==> src/rtl/secded_pkg.sv <==
package secded_pkg;

    localparam int DATA_W = 64;
    localparam int CHK_W  = 8;
    localparam int IDX_W  = $clog2(DATA_W);

    // Parity-check columns, data bit 63 in the most significant byte.
    localparam logic [DATA_W*CHK_W-1:0] COLUMNS = {
        8'h0B, 8'h0E, 8'h13, 8'h15, 8'h16, 8'h19, 8'h1A, 8'h1C,
        8'h23, 8'h25, 8'h26, 8'h29, 8'h2A, 8'h2C, 8'h31, 8'h34,
        8'h4A, 8'h4F, 8'h52, 8'h54, 8'h57, 8'h58, 8'h5B, 8'h5E,
        8'h62, 8'h64, 8'h67, 8'h68, 8'h6B, 8'h6D, 8'h70, 8'h75,
        8'h8A, 8'h8F, 8'h92, 8'h94, 8'h97, 8'h98, 8'h9B, 8'h9D,
        8'hA2, 8'hA4, 8'hA7, 8'hA8, 8'hAB, 8'hAD, 8'hB0, 8'hB5,
        8'hCB, 8'hCE, 8'hD3, 8'hD5, 8'hD6, 8'hD9, 8'hDA, 8'hDC,
        8'hE3, 8'hE5, 8'hE6, 8'hE9, 8'hEA, 8'hEC, 8'hF1, 8'hF4
    };

    // Data bits that feed check bit j.
    function automatic logic [DATA_W-1:0] row_mask(input int j);
        logic [DATA_W-1:0] m;
        m = '0;
        for (int i = 0; i < DATA_W; i++) begin
            m[i] = COLUMNS[i*CHK_W + j];
        end
        return m;
    endfunction

    typedef struct packed {
        logic              valid;
        logic [DATA_W-1:0] data;
        logic [CHK_W-1:0]  synd;
        logic              ce;
        logic              ue;
        logic              in_chk;
        logic [IDX_W-1:0]  idx;
    } dec_out_t;

endpackage

==> src/rtl/secded_chkgen.sv <==
module secded_chkgen
    import secded_pkg::*;
#(
    parameter int DW = DATA_W,
    parameter int CW = CHK_W
) (
    input  logic [DW-1:0] data_i,
    output logic [CW-1:0] chk_o
);

    for (genvar j = 0; j < CW; j++) begin : g_row
        localparam logic [DW-1:0] MASK = row_mask(j);
        assign chk_o[j] = ^(data_i & MASK);
    end

endmodule

==> src/rtl/secded_classify.sv <==
module secded_classify
    import secded_pkg::*;
#(
    parameter int DW = DATA_W,
    parameter int CW = CHK_W,
    parameter int IW = IDX_W
) (
    input  logic [CW-1:0] synd_i,
    output logic          data_hit_o,
    output logic [DW-1:0] flip_o,
    output logic [IW-1:0] data_idx_o,
    output logic          chk_hit_o,
    output logic [IW-1:0] chk_idx_o
);

    for (genvar g = 0; g < DW; g++) begin : g_col
        assign flip_o[g] = (synd_i == COLUMNS[g*CW +: CW]);
    end

    assign data_hit_o = |flip_o;
    assign chk_hit_o  = ($countones(synd_i) == 1);

    always_comb begin
        data_idx_o = '0;
        for (int i = 0; i < DW; i++) begin
            if (flip_o[i]) begin
                data_idx_o = data_idx_o | IW'(i);
            end
        end
    end

    always_comb begin
        chk_idx_o = '0;
        for (int j = 0; j < CW; j++) begin
            if (synd_i[j]) begin
                chk_idx_o = chk_idx_o | IW'(j);
            end
        end
    end

endmodule

==> src/rtl/secded_codec.sv <==
module secded_codec
    import secded_pkg::*;
(
    input  logic              clk,
    input  logic              rst_n,
    input  logic [DATA_W-1:0] enc_data_i,
    output logic [CHK_W-1:0]  enc_check_o,
    input  logic              dec_valid_i,
    input  logic [DATA_W-1:0] dec_data_i,
    input  logic [CHK_W-1:0]  dec_check_i,
    output logic              dec_valid_o,
    output logic [DATA_W-1:0] dec_data_o,
    output logic [CHK_W-1:0]  dec_syndrome_o,
    output logic              dec_ce_o,
    output logic              dec_ue_o,
    output logic              dec_err_in_check_o,
    output logic [IDX_W-1:0]  dec_err_idx_o
);

    logic [CHK_W-1:0]  recalc;
    logic [CHK_W-1:0]  synd;
    logic              data_hit;
    logic [DATA_W-1:0] flip;
    logic [IDX_W-1:0]  data_idx;
    logic              chk_hit;
    logic [IDX_W-1:0]  chk_idx;
    dec_out_t          out_d, out_q;

    secded_chkgen #(.DW(DATA_W), .CW(CHK_W)) u_enc (
        .data_i (enc_data_i),
        .chk_o  (enc_check_o)
    );

    secded_chkgen #(.DW(DATA_W), .CW(CHK_W)) u_recalc (
        .data_i (dec_data_i),
        .chk_o  (recalc)
    );

    assign synd = dec_check_i ^ recalc;

    secded_classify #(.DW(DATA_W), .CW(CHK_W), .IW(IDX_W)) u_cls (
        .synd_i     (synd),
        .data_hit_o (data_hit),
        .flip_o     (flip),
        .data_idx_o (data_idx),
        .chk_hit_o  (chk_hit),
        .chk_idx_o  (chk_idx)
    );

    always_comb begin
        out_d        = '0;
        out_d.valid  = dec_valid_i;
        out_d.synd   = synd;
        out_d.data   = dec_data_i;
        if (synd == '0) begin
            out_d.ce = 1'b0;
        end else if (data_hit) begin
            out_d.data = dec_data_i ^ flip;
            out_d.ce   = 1'b1;
            out_d.idx  = data_idx;
        end else if (chk_hit) begin
            out_d.ce     = 1'b1;
            out_d.in_chk = 1'b1;
            out_d.idx    = chk_idx;
        end else begin
            out_d.ue = 1'b1;
        end
    end

    always_ff @(posedge clk) begin
        if (!rst_n) begin
            out_q <= '0;
        end else begin
            out_q <= out_d;
        end
    end

    assign dec_valid_o        = out_q.valid;
    assign dec_data_o         = out_q.data;
    assign dec_syndrome_o     = out_q.synd;
    assign dec_ce_o           = out_q.ce;
    assign dec_ue_o           = out_q.ue;
    assign dec_err_in_check_o = out_q.in_chk;
    assign dec_err_idx_o      = out_q.idx;

endmodule

==> config.mk <==
export PLATFORM = sky130hd
export DESIGN_NAME = secded_codec
export DESIGN_NICKNAME = d
export VERILOG_FILES = /design/src/rtl/secded_pkg.sv /design/src/rtl/secded_chkgen.sv /design/src/rtl/secded_classify.sv /design/src/rtl/secded_codec.sv
export SDC_FILE = /design/constraint.sdc
export NUM_CORES = 1
export LEC_CHECK = 0
export BUFFER_PORTS_ARGS = -buffer_cell sky130_fd_sc_hd__buf_2
export CORE_ASPECT_RATIO = 1.25
export CORE_MARGIN = 2
export CORE_UTILIZATION = 45
export DETAILED_ROUTE_END_ITERATION = 12
export PLACE_DENSITY = 0.79
export SYNTH_ARGS = -nofsm -noshare
export SYNTH_HDL_FRONTEND = slang
export SYNTH_SLANG_ARGS = --single-unit
==> constraint.sdc <==
create_clock -name clk -period 7.35 [get_ports clk]
set_input_delay 1.1025 -clock clk [delete_from_list [all_inputs] [get_ports clk]]
set_output_delay 1.1025 -clock clk [all_outputs]
set_load 0.02 [all_outputs]
==> results by group <==
GRT
  – Total track usage: 0.275
  – First-pass GRT wire length: 37.0 mm
  – Pin count of the biggest net entering global routing: 75
  – GRT overflow: 0
  – Antenna violations before repair: 1
  – Number of global-route vias before repair: 6826

Logic synthesis
  – Main flop type after synthesis: dfxtp_1
  – Largest area contributor in the netlist: xnor2_1
  – Number of library cell types mapped by synthesis: 65
  – Synth top area share: 0.286
  – Post-synth top cells: xnor2_1 (239), xor2_1 (102), dfxtp_1 (82)
  – Number of synthesized register bits: 82
  – Cell Area, Synth: 7310 um2
  – Dominant cells by area after synthesis: xnor2_1 (29%), dfxtp_1 (22%), xor2_1 (12%)
  – Post-synth net total: 1007
  – Async set-reset flop share out of synthesis: 0
  – Cells after synthesis: 849
  – Syn_area_per_cell: 8.61 um2
  – Sequential-to-total area share from yosys stat: 0.225
  – Most common cell in the netlist: xnor2_1
  – Syn. warnings: 0
  – Post-synth EDFFs: 0

Routing
  – 1st-iter DRT viols: 545
  – Via density per instance: 5.28
  – Antenna-violating nets left: 0
  – Post-DR wirelength/cell: 19.0 um
  – Routed vias: 6741
  – Initial DRT Pass Iterations: 5
  – Drt total wl: 24.2 mm
  – DRC: 0

Worst setup path
  – CP Launch Point: dec_data_i[6]
  – Worst path cell trace: buf_2 > xor2_1 > xnor2_1 > xnor2_1 > xnor2_1 > xnor3_1 > xnor2_1 > inv_1 > ha_1 > inv_1 > fa_1 > fa_1 > inv_1 > ha_1 > fa_1 > or4b_2 > a41o_1 > a31oi_1
  – CP startpoint kind: primary input
  – Delay-heaviest family, CP: XOR/XNOR gates
  – Crit end category: flop
  – CP max stage cell: or4b_2
  – CP Buf/Inv Count: 4
  – WP data required: 7.62 ns
  – CP peak stage delay: 0.68 ns
  – Worst EP arrival: 6.48 ns
  – Maximum fanout along the worst path: 4
  – CP most frequent cell: xnor2_1
  – WS Path Type: in -> reg

Place
  – Port buffer count: 228
  – Placed Area: 8590 um2
  – Place WS: 0.937 ns
  – RD Place Congestion: 0.982
  – DP HPWL: 19.6 mm

STA
  – Final Hold Viols: 0
  – Final TNS setup: 0 ns
  – Slew margin rel.: 0.314
  – FMAX: 161 MHz
  – Final Critical Period: 6.21 ns
  – Final Setup Violations: 0
  – Min Hold Slack: 0.957 ns
  – RSZ-0062 raised after global routing: no
  – Pin slew with the least headroom to its limit: 1.03 ns
  – Final worst slack: 1.14 ns
  – Tcrit/Tclk final: 0.845
  – Max-slew violations: 0

Floorplanning
  – Die Ht: 147 um
  – Initial core utilization: 0.455
  – Core ar.: 16100 um2
  – Row cnt: 52
  – Die ar.: 17300 um2
  – # IOs: 229
  – Die X: 118 um

Clock tree
  – CTS resizes: 0
  – CTS Buffer Depth: 2
  – Cts hold-fix bufs: 0
  – Clock slew at reported path FFs: 0.06 ns
  – TritonCTS clock tree: done
  – Clock sink count: 82
  – Root cell of the clock tree: clkbuf_16
  – Clock buffer count from CTS: 9
  – H-tree levels: 3
  – # Post-CTS Setup Buffers: 0

Cells and area
  – Post-route cell area: 8890 um2
  – Share of layout cells above drive strength 1: 0.255
  – Diode count: 0
  – Layout area overhead: 21.6%
  – Nets: 1213

Job
  – Max Cap Viol: 0

Worst hold path
  – Hold Crit Depth: 2
  – Hold wc startpoint: dec_valid_i
  – Hold EP: dec_valid_o
  – Hold Crit Class: in -> reg

Status
  – Status: finished clean
registers in the layout (all words and copies together) (netlist names):
register	cells
dec_valid_o	1
dec_err_in_check_o	1
dec_ue_o	1
dec_data_o	64
dec_err_idx_o	6
dec_syndrome_o	8
dec_ce_o	1
per-layer routing:
layer,part of all wire,vias to the layer above,GRT usage
li1,-,3148,-
met1,0.35,3108,0.287
met2,0.51,388,0.500
met3,0.074,97,0.0543
met4,0.069,0,0.178
met5,0,-,0
worst max path at each step:
stage,end,slack (ns),depth (start not counted)
after floorplan,dec_err_idx_o[0],1.70,16
after global placement,dec_err_idx_o[0],1.13,18
final,dec_err_idx_o[1],1.14,18
after detailed placement,dec_err_idx_o[1],0.94,18
after CTS,dec_err_idx_o[1],1.26,18
after global routing,dec_err_idx_o[1],1.10,18
logic make-up after synthesis:
kind of cell / synth area share
buf+inv: 0.0337
mux: 0.00838
xor+xnor: 0.441
compound gates: 0.0780
fa+ha+maj: 0.0366
flops: 0.225
simple gates: 0.177
layout make-up:
| cell class | instances | area (um2) |
|---|---|---|
| clock buffers | 9 | 225 |
| clock inverters | 7 | 76.3 |
| fillers | 1432 | 7180 |
| inverters | 20 | 75.1 |
| multi-input cells | 709 | 5420 |
| flip-flops and latches | 82 | 1640 |
| well taps | 216 | 270 |
| repair buffers | 233 | 1180 |
through the flow:
stage | cells | utilization
6_report | 1276 | 0.553
5_1_grt | 1276 | 0.553
4_1_cts | 1276 | 0.553
3_5_place_dp | 1260 | 0.534
3_3_place_gp | 1260 | 0.534
2_1_floorplan | 849 | -
layout by cell type (no fill, tap or decap), types with 3 or more instances in the layout:
cell,n
nor2_1,38
clkbuf_16,9
xor2_1,102
a21oi_1,16
a22oi_1,3
nor2b_1,30
nor4_1,3
or3_1,8
buf_2,228
a311oi_1,4
o21a_1,4
dfxtp_1,82
nand2_1,56
buf_4,5
fa_1,4
a31oi_1,4
nor3_1,8
ha_1,15
mux2i_1,5
a211oi_1,4
xnor2_1,239
and2_1,51
xnor2_2,5
o21ai_0,21
inv_1,20
nand3_1,29
a22o_1,3
and3_1,10
Power is not shown: default switching activity piles up to over one toggle a cycle in this logic, so the estimate is an artifact.
